[config.mk]
export PLATFORM = sky130hd
export DESIGN_NAME = dbgport_regbank
export DESIGN_NICKNAME = d
export VERILOG_FILES = /design/src/rtl/dbgport_pkg.sv /design/src/rtl/dbgport_decode.sv /design/src/rtl/dbgport_ctrlstat.sv /design/src/rtl/dbgport_rdbuf.sv /design/src/rtl/dbgport_regbank.sv
export SDC_FILE = /design/constraint.sdc
export NUM_CORES = 1
export LEC_CHECK = 0
export BUFFER_PORTS_ARGS = -buffer_cell sky130_fd_sc_hd__buf_2
export CAP_MARGIN = 5
export CORE_MARGIN = 1.5
export CORE_UTILIZATION = 40
export CTS_CLUSTER_SIZE = 20
export DETAILED_ROUTE_END_ITERATION = 8
export PLACE_DENSITY = 0.78
export SLEW_MARGIN = 20
export SYNTH_ARGS = -nofsm -noshare
export SYNTH_HDL_FRONTEND = slang
export SYNTH_SLANG_ARGS = --single-unit
[constraint.sdc]
create_clock -name clk -period 1.5 [get_ports clk]
set_input_delay 0.075 -clock clk [delete_from_list [all_inputs] [get_ports clk]]
set_output_delay 0.075 -clock clk [all_outputs]
set_load 0.05 [all_outputs]
[src/rtl/dbgport_pkg.sv]
package dbgport_pkg;

  typedef enum logic [3:0] {
    TGT_ID_ABORT,
    TGT_CTRL,
    TGT_LINK,
    TGT_TARGET,
    TGT_PROTO,
    TGT_EVSTAT,
    TGT_SELECT,
    TGT_RDBUF,
    TGT_NONE
  } reg_target_e;

  // Identification word: fields placed where a host decodes them.
  function automatic logic [31:0] make_id(input logic [3:0] rev, input logic [7:0] part,
                                          input logic minp, input logic [3:0] ver,
                                          input logic [10:0] designer);
    make_id = {rev, part, 3'b000, minp, ver, designer, 1'b1};
  endfunction

  // Control/status word from its individual bits.
  function automatic logic [31:0] pack_ctrl(input logic sys_ack, input logic sys_req,
                                            input logic dbg_ack, input logic dbg_req,
                                            input logic rst_ack, input logic rst_req,
                                            input logic wderr, input logic rdok,
                                            input logic sterr, input logic stcmp,
                                            input logic orun, input logic orun_en);
    pack_ctrl = {sys_ack, sys_req, dbg_ack, dbg_req, rst_ack, rst_req,
                 18'd0, wderr, rdok, sterr, stcmp, 2'b00, orun, orun_en};
  endfunction

  function automatic logic [31:0] low_mask(input int unsigned bits);
    low_mask = (bits >= 32) ? 32'hFFFF_FFFF : ((32'd1 << bits) - 32'd1);
  endfunction

endpackage

[src/rtl/dbgport_decode.sv]
module dbgport_decode
  import dbgport_pkg::*;
#(
  parameter int unsigned BANK_W = 4
) (
  input  logic [3:0]        addr,
  input  logic [BANK_W-1:0] dp_bank,
  output reg_target_e       target
);
  localparam logic [BANK_W-1:0] B_CTRL = BANK_W'(0);
  localparam logic [BANK_W-1:0] B_LINK = BANK_W'(1);
  localparam logic [BANK_W-1:0] B_TGT  = BANK_W'(2);
  localparam logic [BANK_W-1:0] B_PROT = BANK_W'(3);
  localparam logic [BANK_W-1:0] B_EVT  = BANK_W'(4);

  always_comb begin
    target = TGT_NONE;
    unique case (addr[3:2])
      2'd0: target = TGT_ID_ABORT;
      2'd1: begin
        if      (dp_bank == B_CTRL) target = TGT_CTRL;
        else if (dp_bank == B_LINK) target = TGT_LINK;
        else if (dp_bank == B_TGT)  target = TGT_TARGET;
        else if (dp_bank == B_PROT) target = TGT_PROTO;
        else if (dp_bank == B_EVT)  target = TGT_EVSTAT;
        else                        target = TGT_NONE;
      end
      2'd2: target = TGT_SELECT;
      2'd3: target = TGT_RDBUF;
      default: target = TGT_NONE;
    endcase
  end
endmodule

[src/rtl/dbgport_ctrlstat.sv]
module dbgport_ctrlstat
  import dbgport_pkg::*;
(
  input  logic        clk,
  input  logic        rst_n,
  input  logic        wr_ctrl,
  input  logic        wr_abort,
  input  logic [31:0] wdata,
  input  logic        ev_overrun,
  input  logic        ev_wdata_err,
  input  logic        ev_ap_err,
  input  logic        ev_cmp_hit,
  input  logic        ap_rd_done,
  input  logic        ap_rd_ok,
  input  logic        buf_rd,
  input  logic        buf_was_valid,
  input  logic        sys_pwr_ack,
  input  logic        dbg_pwr_ack,
  input  logic        dbg_rst_ack,
  output logic        sys_pwr_req,
  output logic        dbg_pwr_req,
  output logic        dbg_rst_req,
  output logic        ap_abort,
  output logic [31:0] ctrl_word
);
  logic orun_en_q, orun_q, wderr_q, sterr_q, stcmp_q, rdok_q;

  // Named internal events for the checks below.
  logic set_orun, clr_orun, clr_wderr, clr_sterr, clr_stcmp;
  assign set_orun  = ev_overrun & orun_en_q;
  assign clr_orun  = wr_abort & wdata[4];
  assign clr_wderr = wr_abort & wdata[3];
  assign clr_sterr = wr_abort & wdata[2];
  assign clr_stcmp = wr_abort & wdata[1];

  always_ff @(posedge clk or negedge rst_n) begin
    if (!rst_n) begin
      orun_en_q <= 1'b0; orun_q <= 1'b0; wderr_q <= 1'b0;
      sterr_q <= 1'b0; stcmp_q <= 1'b0; rdok_q <= 1'b0;
      sys_pwr_req <= 1'b0; dbg_pwr_req <= 1'b0; dbg_rst_req <= 1'b0;
      ap_abort <= 1'b0;
    end else begin
      // Set beats clear so no event is lost.
      orun_q  <= set_orun     | (orun_q  & ~clr_orun);
      wderr_q <= ev_wdata_err | (wderr_q & ~clr_wderr);
      sterr_q <= ev_ap_err    | (sterr_q & ~clr_sterr);
      stcmp_q <= ev_cmp_hit   | (stcmp_q & ~clr_stcmp);
      if (ap_rd_done)  rdok_q <= ap_rd_ok;
      else if (buf_rd) rdok_q <= buf_was_valid;
      if (wr_ctrl) begin
        orun_en_q   <= wdata[0];
        dbg_rst_req <= wdata[26];
        dbg_pwr_req <= wdata[28];
        sys_pwr_req <= wdata[30];
      end
      ap_abort <= wr_abort & wdata[0];
    end
  end

  assign ctrl_word = pack_ctrl(sys_pwr_ack, sys_pwr_req, dbg_pwr_ack, dbg_pwr_req,
                               dbg_rst_ack, dbg_rst_req, wderr_q, rdok_q,
                               sterr_q, stcmp_q, orun_q, orun_en_q);


  orun_gate_chk: assert property (@(posedge clk) disable iff (!rst_n)
    (!orun_en_q && !orun_q) |=> !orun_q);

  event_wins_chk: assert property (@(posedge clk) disable iff (!rst_n)
    ev_ap_err |=> sterr_q);

  abort_pulse_chk: assert property (@(posedge clk) disable iff (!rst_n)
    (wr_abort && wdata[0]) |=> ap_abort);

  clear_chk: assert property (@(posedge clk) disable iff (!rst_n)
    (clr_wderr && !ev_wdata_err) |=> !wderr_q);
endmodule

[src/rtl/dbgport_rdbuf.sv]
module dbgport_rdbuf #(
  parameter int unsigned DATA_W = 32
) (
  input  logic              clk,
  input  logic              rst_n,
  input  logic              line_reset,
  input  logic              cap,
  input  logic [DATA_W-1:0] cap_data,
  input  logic              rd,
  output logic [DATA_W-1:0] rd_data,
  output logic              valid
);
  logic [DATA_W-1:0] data_q;

  always_ff @(posedge clk or negedge rst_n) begin
    if (!rst_n) begin
      data_q <= '0;
      valid  <= 1'b0;
    end else if (line_reset) begin
      valid <= 1'b0;
    end else if (cap) begin
      data_q <= cap_data;
      valid  <= 1'b1;
    end else if (rd) begin
      valid <= 1'b0;
    end
  end

  assign rd_data = valid ? data_q : '0;


  consume_chk: assert property (@(posedge clk) disable iff (!rst_n)
    (rd && !cap) |=> !valid);

  capture_chk: assert property (@(posedge clk) disable iff (!rst_n)
    (cap && !line_reset) |=> (valid && rd_data == $past(cap_data)));
endmodule

[src/rtl/dbgport_regbank.sv]
module dbgport_regbank
  import dbgport_pkg::*;
#(
  parameter logic [3:0]  ID_REV      = 4'h1,
  parameter logic [7:0]  ID_PART     = 8'hBA,
  parameter logic        ID_MINIMAL  = 1'b0,
  parameter logic [3:0]  ID_VERSION  = 4'h2,
  parameter logic [10:0] ID_DESIGNER = 11'h23B,
  parameter logic [31:0] TARGET_ID   = 32'h1000_2927,
  parameter logic [31:0] PROTO_ID    = 32'h0000_0001,
  parameter int unsigned LINK_BITS   = 10
) (
  input  logic        clk,
  input  logic        rst_n,
  input  logic        line_reset,
  input  logic        req_valid,
  input  logic        req_write,
  input  logic [3:0]  req_addr,
  input  logic [31:0] req_wdata,
  output logic        rsp_valid,
  output logic [31:0] rsp_rdata,
  input  logic        ev_overrun,
  input  logic        ev_wdata_err,
  input  logic        ev_ap_err,
  input  logic        ev_cmp_hit,
  input  logic        ap_rd_done,
  input  logic        ap_rd_ok,
  input  logic [31:0] ap_rd_data,
  input  logic        sys_pwr_ack,
  input  logic        dbg_pwr_ack,
  input  logic        dbg_rst_ack,
  output logic        sys_pwr_req,
  output logic        dbg_pwr_req,
  output logic        dbg_rst_req,
  output logic        ap_abort,
  output logic [7:0]  ap_sel,
  output logic [3:0]  ap_bank
);
  localparam int unsigned BANK_W   = 4;
  localparam logic [31:0] LINK_MSK = low_mask(LINK_BITS);
  localparam logic [31:0] ID_WORD  = make_id(ID_REV, ID_PART, ID_MINIMAL, ID_VERSION, ID_DESIGNER);

  reg_target_e       target;
  logic [BANK_W-1:0] dp_bank_q;
  logic [31:0]       link_q, ctrl_word, buf_data, rd_mux;
  logic              buf_valid;
  logic              wr, rd, wr_abort, wr_ctrl, wr_link, wr_sel, buf_rd;

  dbgport_decode #(.BANK_W(BANK_W)) i_decode (
    .addr(req_addr), .dp_bank(dp_bank_q), .target(target));

  assign wr       = req_valid & req_write;
  assign rd       = req_valid & ~req_write;
  assign wr_abort = wr & (target == TGT_ID_ABORT);
  assign wr_ctrl  = wr & (target == TGT_CTRL);
  assign wr_link  = wr & (target == TGT_LINK);
  assign wr_sel   = wr & (target == TGT_SELECT);
  assign buf_rd   = rd & (target == TGT_RDBUF);

  dbgport_ctrlstat i_ctrlstat (
    .clk(clk), .rst_n(rst_n), .wr_ctrl(wr_ctrl), .wr_abort(wr_abort), .wdata(req_wdata),
    .ev_overrun(ev_overrun), .ev_wdata_err(ev_wdata_err), .ev_ap_err(ev_ap_err),
    .ev_cmp_hit(ev_cmp_hit), .ap_rd_done(ap_rd_done), .ap_rd_ok(ap_rd_ok),
    .buf_rd(buf_rd), .buf_was_valid(buf_valid), .sys_pwr_ack(sys_pwr_ack),
    .dbg_pwr_ack(dbg_pwr_ack), .dbg_rst_ack(dbg_rst_ack), .sys_pwr_req(sys_pwr_req),
    .dbg_pwr_req(dbg_pwr_req), .dbg_rst_req(dbg_rst_req), .ap_abort(ap_abort),
    .ctrl_word(ctrl_word));

  dbgport_rdbuf #(.DATA_W(32)) i_rdbuf (
    .clk(clk), .rst_n(rst_n), .line_reset(line_reset), .cap(ap_rd_done),
    .cap_data(ap_rd_data), .rd(buf_rd), .rd_data(buf_data), .valid(buf_valid));

  always_ff @(posedge clk or negedge rst_n) begin
    if (!rst_n) begin
      ap_sel <= '0; ap_bank <= '0; dp_bank_q <= '0; link_q <= '0;
    end else begin
      if (wr_sel) begin
        ap_sel    <= req_wdata[31:24];
        ap_bank   <= req_wdata[7:4];
        dp_bank_q <= req_wdata[3:0];
      end
      if (wr_link) link_q <= req_wdata & LINK_MSK;
    end
  end

  always_comb begin
    unique case (target)
      TGT_ID_ABORT: rd_mux = ID_WORD;
      TGT_CTRL:     rd_mux = ctrl_word;
      TGT_LINK:     rd_mux = link_q;
      TGT_TARGET:   rd_mux = TARGET_ID;
      TGT_PROTO:    rd_mux = PROTO_ID;
      TGT_SELECT:   rd_mux = {ap_sel, 16'd0, ap_bank, dp_bank_q};
      TGT_RDBUF:    rd_mux = buf_data;
      default:      rd_mux = '0;
    endcase
  end

  always_ff @(posedge clk or negedge rst_n) begin
    if (!rst_n) begin
      rsp_valid <= 1'b0;
      rsp_rdata <= '0;
    end else begin
      rsp_valid <= req_valid;
      rsp_rdata <= rd ? rd_mux : '0;
    end
  end


  resp_timing_chk: assert property (@(posedge clk) disable iff (!rst_n)
    req_valid |=> rsp_valid);

  reserved_zero_chk: assert property (@(posedge clk) disable iff (!rst_n)
    (rd && (target == TGT_NONE || target == TGT_EVSTAT)) |=> (rsp_rdata == 32'd0));

  select_stable_chk: assert property (@(posedge clk) disable iff (!rst_n)
    !wr_sel |=> ($stable(ap_sel) && $stable(ap_bank)));
endmodule

# Word level (Yosys, flattened, before mapping)
# Index checks and enable logic that the tools add are counted.
[totals] ff_bits=102 inputBits=82 out_inout_bits=49 word_cells=78
[op_classes] n_eq_ne=13 mux=14 bitwise=27 reduce_logical=6
[op_table] cell="$pmux 32 s7" n=1
[op_table] cell="$mux 32" n=2
[op_table] cell="$mux 4" n=5
[op_table] cell="$and 1x1->1" n=17
[op_table] cell="$eq 4x2->1 const B" n=4
[op_table] cell="$eq 4x3->1 const B" n=4
[op_table] cell="$pmux 4 s4" n=1
[op_table] cell="$eq 4x1->1 const B" n=2
[op_table] cell="$logic_not 4->1" n=2
[op_table] cell="$not 1->1" n=6
[op_table] cell="$mux 1" n=5
[op_table] cell="$eq 2x2->1 const B" n=2
[op_table] cell="$or 1x1->1" n=4
[op_table] cell="$reduce_bool 3->1" n=1
[op_table] cell="$eq 2x1->1 const B" n=1
[op_table] cell="$logic_not 2->1" n=1
[op_table] cell="$reduce_and 2->1" n=1
[op_table] cell="$reduce_bool 2->1" n=1

# Longest topological paths before layout
[depth] depth_word=13 depth_mapped=5 ltp_nobuf=3

# Cells and area by module
# From an unflattened synthesis, not the netlist that was laid out.
[hier_totals] hier_cells=422 area_unflattened_um2=5076.1
[by_module_without_submodules] mod="dbgport_regbank" instances=1 cells_per_inst=242 area_each_um2=2768.9 seq_area_each_um2=1476.4
[by_module_without_submodules] mod="dbgport_rdbuf" instances=1 cells_per_inst=108 area_each_um2=1610.3 seq_area_each_um2=825.8
[by_module_without_submodules] mod="dbgport_ctrlstat" instances=1 cells_per_inst=59 area_each_um2=610.6 seq_area_each_um2=250.2
[by_module_without_submodules] mod="dbgport_decode" instances=1 cells_per_inst=13 area_each_um2=86.3 seq_area_each_um2=0.0

# Least setup slack after synthesis
# No wires, ideal clock.
[synth_path] path_kind="register to register" from="register dp_bank_q[3]" to="register link_q[0]" setup_time_ns=0.125 arrival_time_ns=1.447 required_time_ns=1.375 slack_ns=-0.072 path_stages_with_launch=5 path_buffers=1 synth_period_minus_slack_ns=1.572 path_cell_list="dfrtp_1 -> nor4b_4 -> and4_1 -> buf_4 -> mux2_2"
[synth_via] elab_chain_cells=9 elab_cells_between_ends=13 classes_between="eq/ne: 5; mux: 6; bitwise: 1; reduce/logical: 1"
[synth_rtl] element="from (decl)" line="dbgport_regbank.sv:44" text="logic [BANK_W-1:0] dp_bank_q;"
[synth_rtl] element="from (signal assigned)" line="dbgport_regbank.sv:80" text="dp_bank_q <= req_wdata[3:0];"
[synth_rtl] element="$eq 4x3->1" line="dbgport_decode.sv:25" text="else if (dp_bank == B_EVT) target = TGT_EVSTAT;"
[synth_rtl] element="$mux 4" line="dbgport_decode.sv:25"
[synth_rtl] element="$mux 4" line="dbgport_decode.sv:24" text="else if (dp_bank == B_PROT) target = TGT_PROTO;"
[synth_rtl] element="$mux 4" line="dbgport_decode.sv:23" text="else if (dp_bank == B_TGT) target = TGT_TARGET;"
[synth_rtl] element="$mux 4" line="dbgport_decode.sv:22" text="else if (dp_bank == B_LINK) target = TGT_LINK;"
[synth_rtl] element="$mux 4 (*)" line="dbgport_decode.sv:21" text="if (dp_bank == B_CTRL) target = TGT_CTRL;"
[synth_rtl] element="$pmux 4 s4 (*)" line="dbgport_decode.sv:18" text="unique case (addr[3:2])"
[synth_rtl] element="$eq 4x2->1 (*)" line="dbgport_regbank.sv:56" text="assign wr_link = wr & (target == TGT_LINK);"
[synth_rtl] element="$and 1x1->1 (*)" line="dbgport_regbank.sv:56"
[synth_rtl] element="to (signal assigned)" line="dbgport_regbank.sv:82" text="if (wr_link) link_q <= req_wdata & LINK_MSK;"
[synth_rtl] element="to (decl)" line="dbgport_regbank.sv:45" text="logic [31:0] link_q, ctrl_word, buf_data, rd_mux;"
# Every way passes the cells marked *; elsewhere a longest branch is shown, timed or not.
# A chain may end at the register's enable or synchronous reset.

# Final worst setup path
[layout_path] from="register dp_bank_q[2]" to="register link_q[0]"
# The elaborated chain is that of the path after synthesis.

==> flow_summary.ini <==
[sta]
clock-skew-final_ns = 0.005175
relSlewSlack_pct = 74.97
rsz0062_at_grt = yes
fin_crit_ns = 1.582
fmax_ghz = 0.6322
finalMaxSlewViolations = 0
layout_setup_ws_ns = -0.08166
hold_ws_ns = 0.1527
period_share_pct = 105.4
setup_viol_count_final = 10
fin_tns_setup_ns = -0.7135
tightest_slew_ns = 0.3741
hold_viol_final = 0

[synth]
synth.net_count = 402
ys.warnings.count = 0
ys_seq_area_share_pct = 61.08
synth_cells = 320
synth_enable_flop_cells = 0
syn_area_sq_mm = 0.004179
ys_seq_elements = 102
synth_top_area_share_pct = 61.08
async_flop_share_pct = 100.0
synth_area_leader_cell = dfrtp_1
ys_top_cells_by_area = dfrtp_1, mux2_2, and3_1, a21oi_1, o21ai_0
syn_area_per_cell_sq_um = 13.06
yosysUniqueCellTypes = 33
synth_ff_type = dfrtp_1

[cells_and_area]
drive_gt1_share_pct = 44.57
antenna_cells = 0
fin_nets = 602
postLayoutCoreUtil_pct = 59.14
area_growth_pct = 44.79

[power]
irDropWorstVdd_uv = 564.1
p_int_mw = 4.699
p_sw_mw = 2.177
p_total_mw = 6.876
p_sw_share_pct = 31.67
pwr-share-seq_pct = 48.9
p_clk_share_pct = 24.4
p_per_area_mw_per_mm2 = 1136
power_frac_comb_pct = 26.7
p_leak_nw = 2.916

[worst_setup_path]
cp.required_ns = 1.74
startpoint_type = register
max_stage_delay_ns = 0.43
rrSetupSlack_ns = -0.08
cp_cell_sequence = nor4b_4, and4_1, buf_12, mux2_4
rr_worst_depth = 4
regToRegEndpoint = link_q[0]
crit_fanout = 10
endpoint_kind = register
crit_type = register to register
critPathSlowestCell = dfrtp_2
regToRegStartpoint = dp_bank_q[2]
crit_arrival_ns = 1.83

[placed_design]
gp_congestion = 0.8612
dp_slack_ns = -0.08076
hpwl_microns = 7755
portBuffers = 114

[route]
final_antenna_net_count = 0
drtIter0Drc = 138
dr_total_vias = 3354
drc = 0
wl_per_cell_microns = 17.02
routed_via_density = 5.074
dr.pass1.iters = 4
wirelength_microns = 11250

[floorplanning]
coreArea_sq_mm = 0.01023
die_x_microns = 105.2
ios = 131
start_util_pct = 40.85
fp-row-count = 37
die-area_sq_mm = 0.01107
die_h_microns = 105.2

[outcome]
violations = setup timing
status = finished, violations left

[global_route]
grt_start_max_net_pins = 44
grt_pass1_wl_microns = 17680
grt_overflow = 0
use_met3_pct = 5.195
grt.total_usage_pct = 20.96
grt_pass1_vias = 3457
antenna_found_initial = 0
use_met2_pct = 35.67
busiest_layer = met2
met1_usage_pct = 25.62

[min_path]
hp-class = input pin to asynchronous set/reset pin

[clock_tree]
clockRootBuffer = clkbuf_8
clk_latency_ns = 0.36
cts_buffer_depth = 2
cts_tree = done
cts.sinks = 102
cts.clk_slew.worst_paths_ns = 0.09
cts_inserted_buffers = 9
h-tree-depth = 3

[flow_run]
max_cap_viol_count = 0
[per-layer routing]
layer	share of wire, %	vias up	wire, microns
li1	-	1548	-
met3	5.7	24	645
met2	51	127	5724
met5	0	-	0
met1	41	1655	4598
met4	2.5	0	282
[per-stage QoR]
| step | instances | cell area [sq um] |
|---|---|---|
| after floorplan | 320 | 4184 |
| after global placement | 579 | 5134 |
| after detailed placement | 579 | 5134 |
| after CTS | 659 | 6007 |
| after global routing | 661 | 6051 |
| final | 661 | 6051 |
[what timing repair did]
action	4_1_cts	5_1_grt
buffers inserted	0	2
pin swaps	1	1
setup endpoints to repair	20	23
hold buffers	64	0
hold endpoints to repair	151	0
gates resized for setup	11	7
[cells by family (layout without fill, tap and decap cells)]
kind of cell           after synthesis  count (layout)  share of synthesized area, %
flip-flops                         102             102                         61.08
AND/OR/NAND/NOR                     78              78                         11.29
multiplexers                        68              68                         18.32
AO/OA/AOI/OAI                       51              51                         7.066
buffers and inverters               21             226                         2.246
[worst max path at each step]
stage,start,depth (start not counted),end,slack (ns)
final,dp_bank_q[2],4,link_q[0],-0.08
after global routing,dp_bank_q[2],4,link_q[1],-0.12
after CTS,dp_bank_q[2],4,i_ctrlstat.orun_en_q,-0.08
after detailed placement,dp_bank_q[2],4,i_ctrlstat.orun_en_q,-0.08
after global placement,dp_bank_q[2],4,i_ctrlstat.dbg_rst_req,-0.02
after floorplan,dp_bank_q[2],4,link_q[0],-0.03
[flip-flops by register name, indices dropped and copies added, names as in the netlist, 4 cells and up]
| signal | cells |
|---|---|
| ap_bank | 4 |
| ap_sel | 8 |
| dp_bank_q | 4 |
| i_rdbuf.data_q | 32 |
| link_q | 10 |
| rsp_rdata | 32 |
[cell type report]
type	count	area (sq um)
clock buffer	10	127.6
clock inverter	6	61.31
fill	823	4180
inverter	2	7.507
multi-input combinational	197	1607
sequential	102	2554
tap	136	170.2
timing repair buffer	208	1524
[synthesized netlist by cell type, types with 2 or more instances]
cell type / count
a31oi_1: 4
a21oi_1: 18
nand3_1: 11
dfrtp_1: 102
nand2_1: 9
a21o_1: 3
mux2_2: 66
clkbuf_1: 9
nand4b_1: 2
mux2_1: 2
inv_1: 2
o21ai_0: 17
o32ai_1: 3
nand4_1: 5
nor2b_1: 13
nor4_1: 2
buf_2: 9
a22oi_1: 2
nor2_1: 9
and3_1: 19
[power by group through the flow]
stage / Sequential [mW] / Clock (mW) / Combinational [mW]
after global routing: 3.40 / 1.83 / 1.94
after global placement: 3.38 / 0 / 1.60
after detailed placement: 3.41 / 0 / 1.63
after CTS: 3.36 / 1.73 / 1.81
final: 3.36 / 1.68 / 1.84
after floorplan: 3.80 / 0 / 0.591
[layout by cell type (no fill, tap or decap), types with 10 or more instances in the layout]
cell type      instances
and3_1                19
dlygate4sd3_1         64
mux2_4                10
buf_2                112
nand3_1               11
nor2b_1               12
dfrtp_1              101
buf_4                 24
mux2_2                56
o21ai_0               17
a21oi_1               17
[worst max-delay path, delay by kind of cell, from the launching register on]
| family | cells | cell delay (ns) |
|---|---|---|
| muxes | 1 | 0.31 |
| and+or+nand+nor | 2 | 0.56 |
| DFF | 1 | 0.43 |
| buffers and inverters | 1 | 0.16 |
Power figures use the tool's default switching activity.
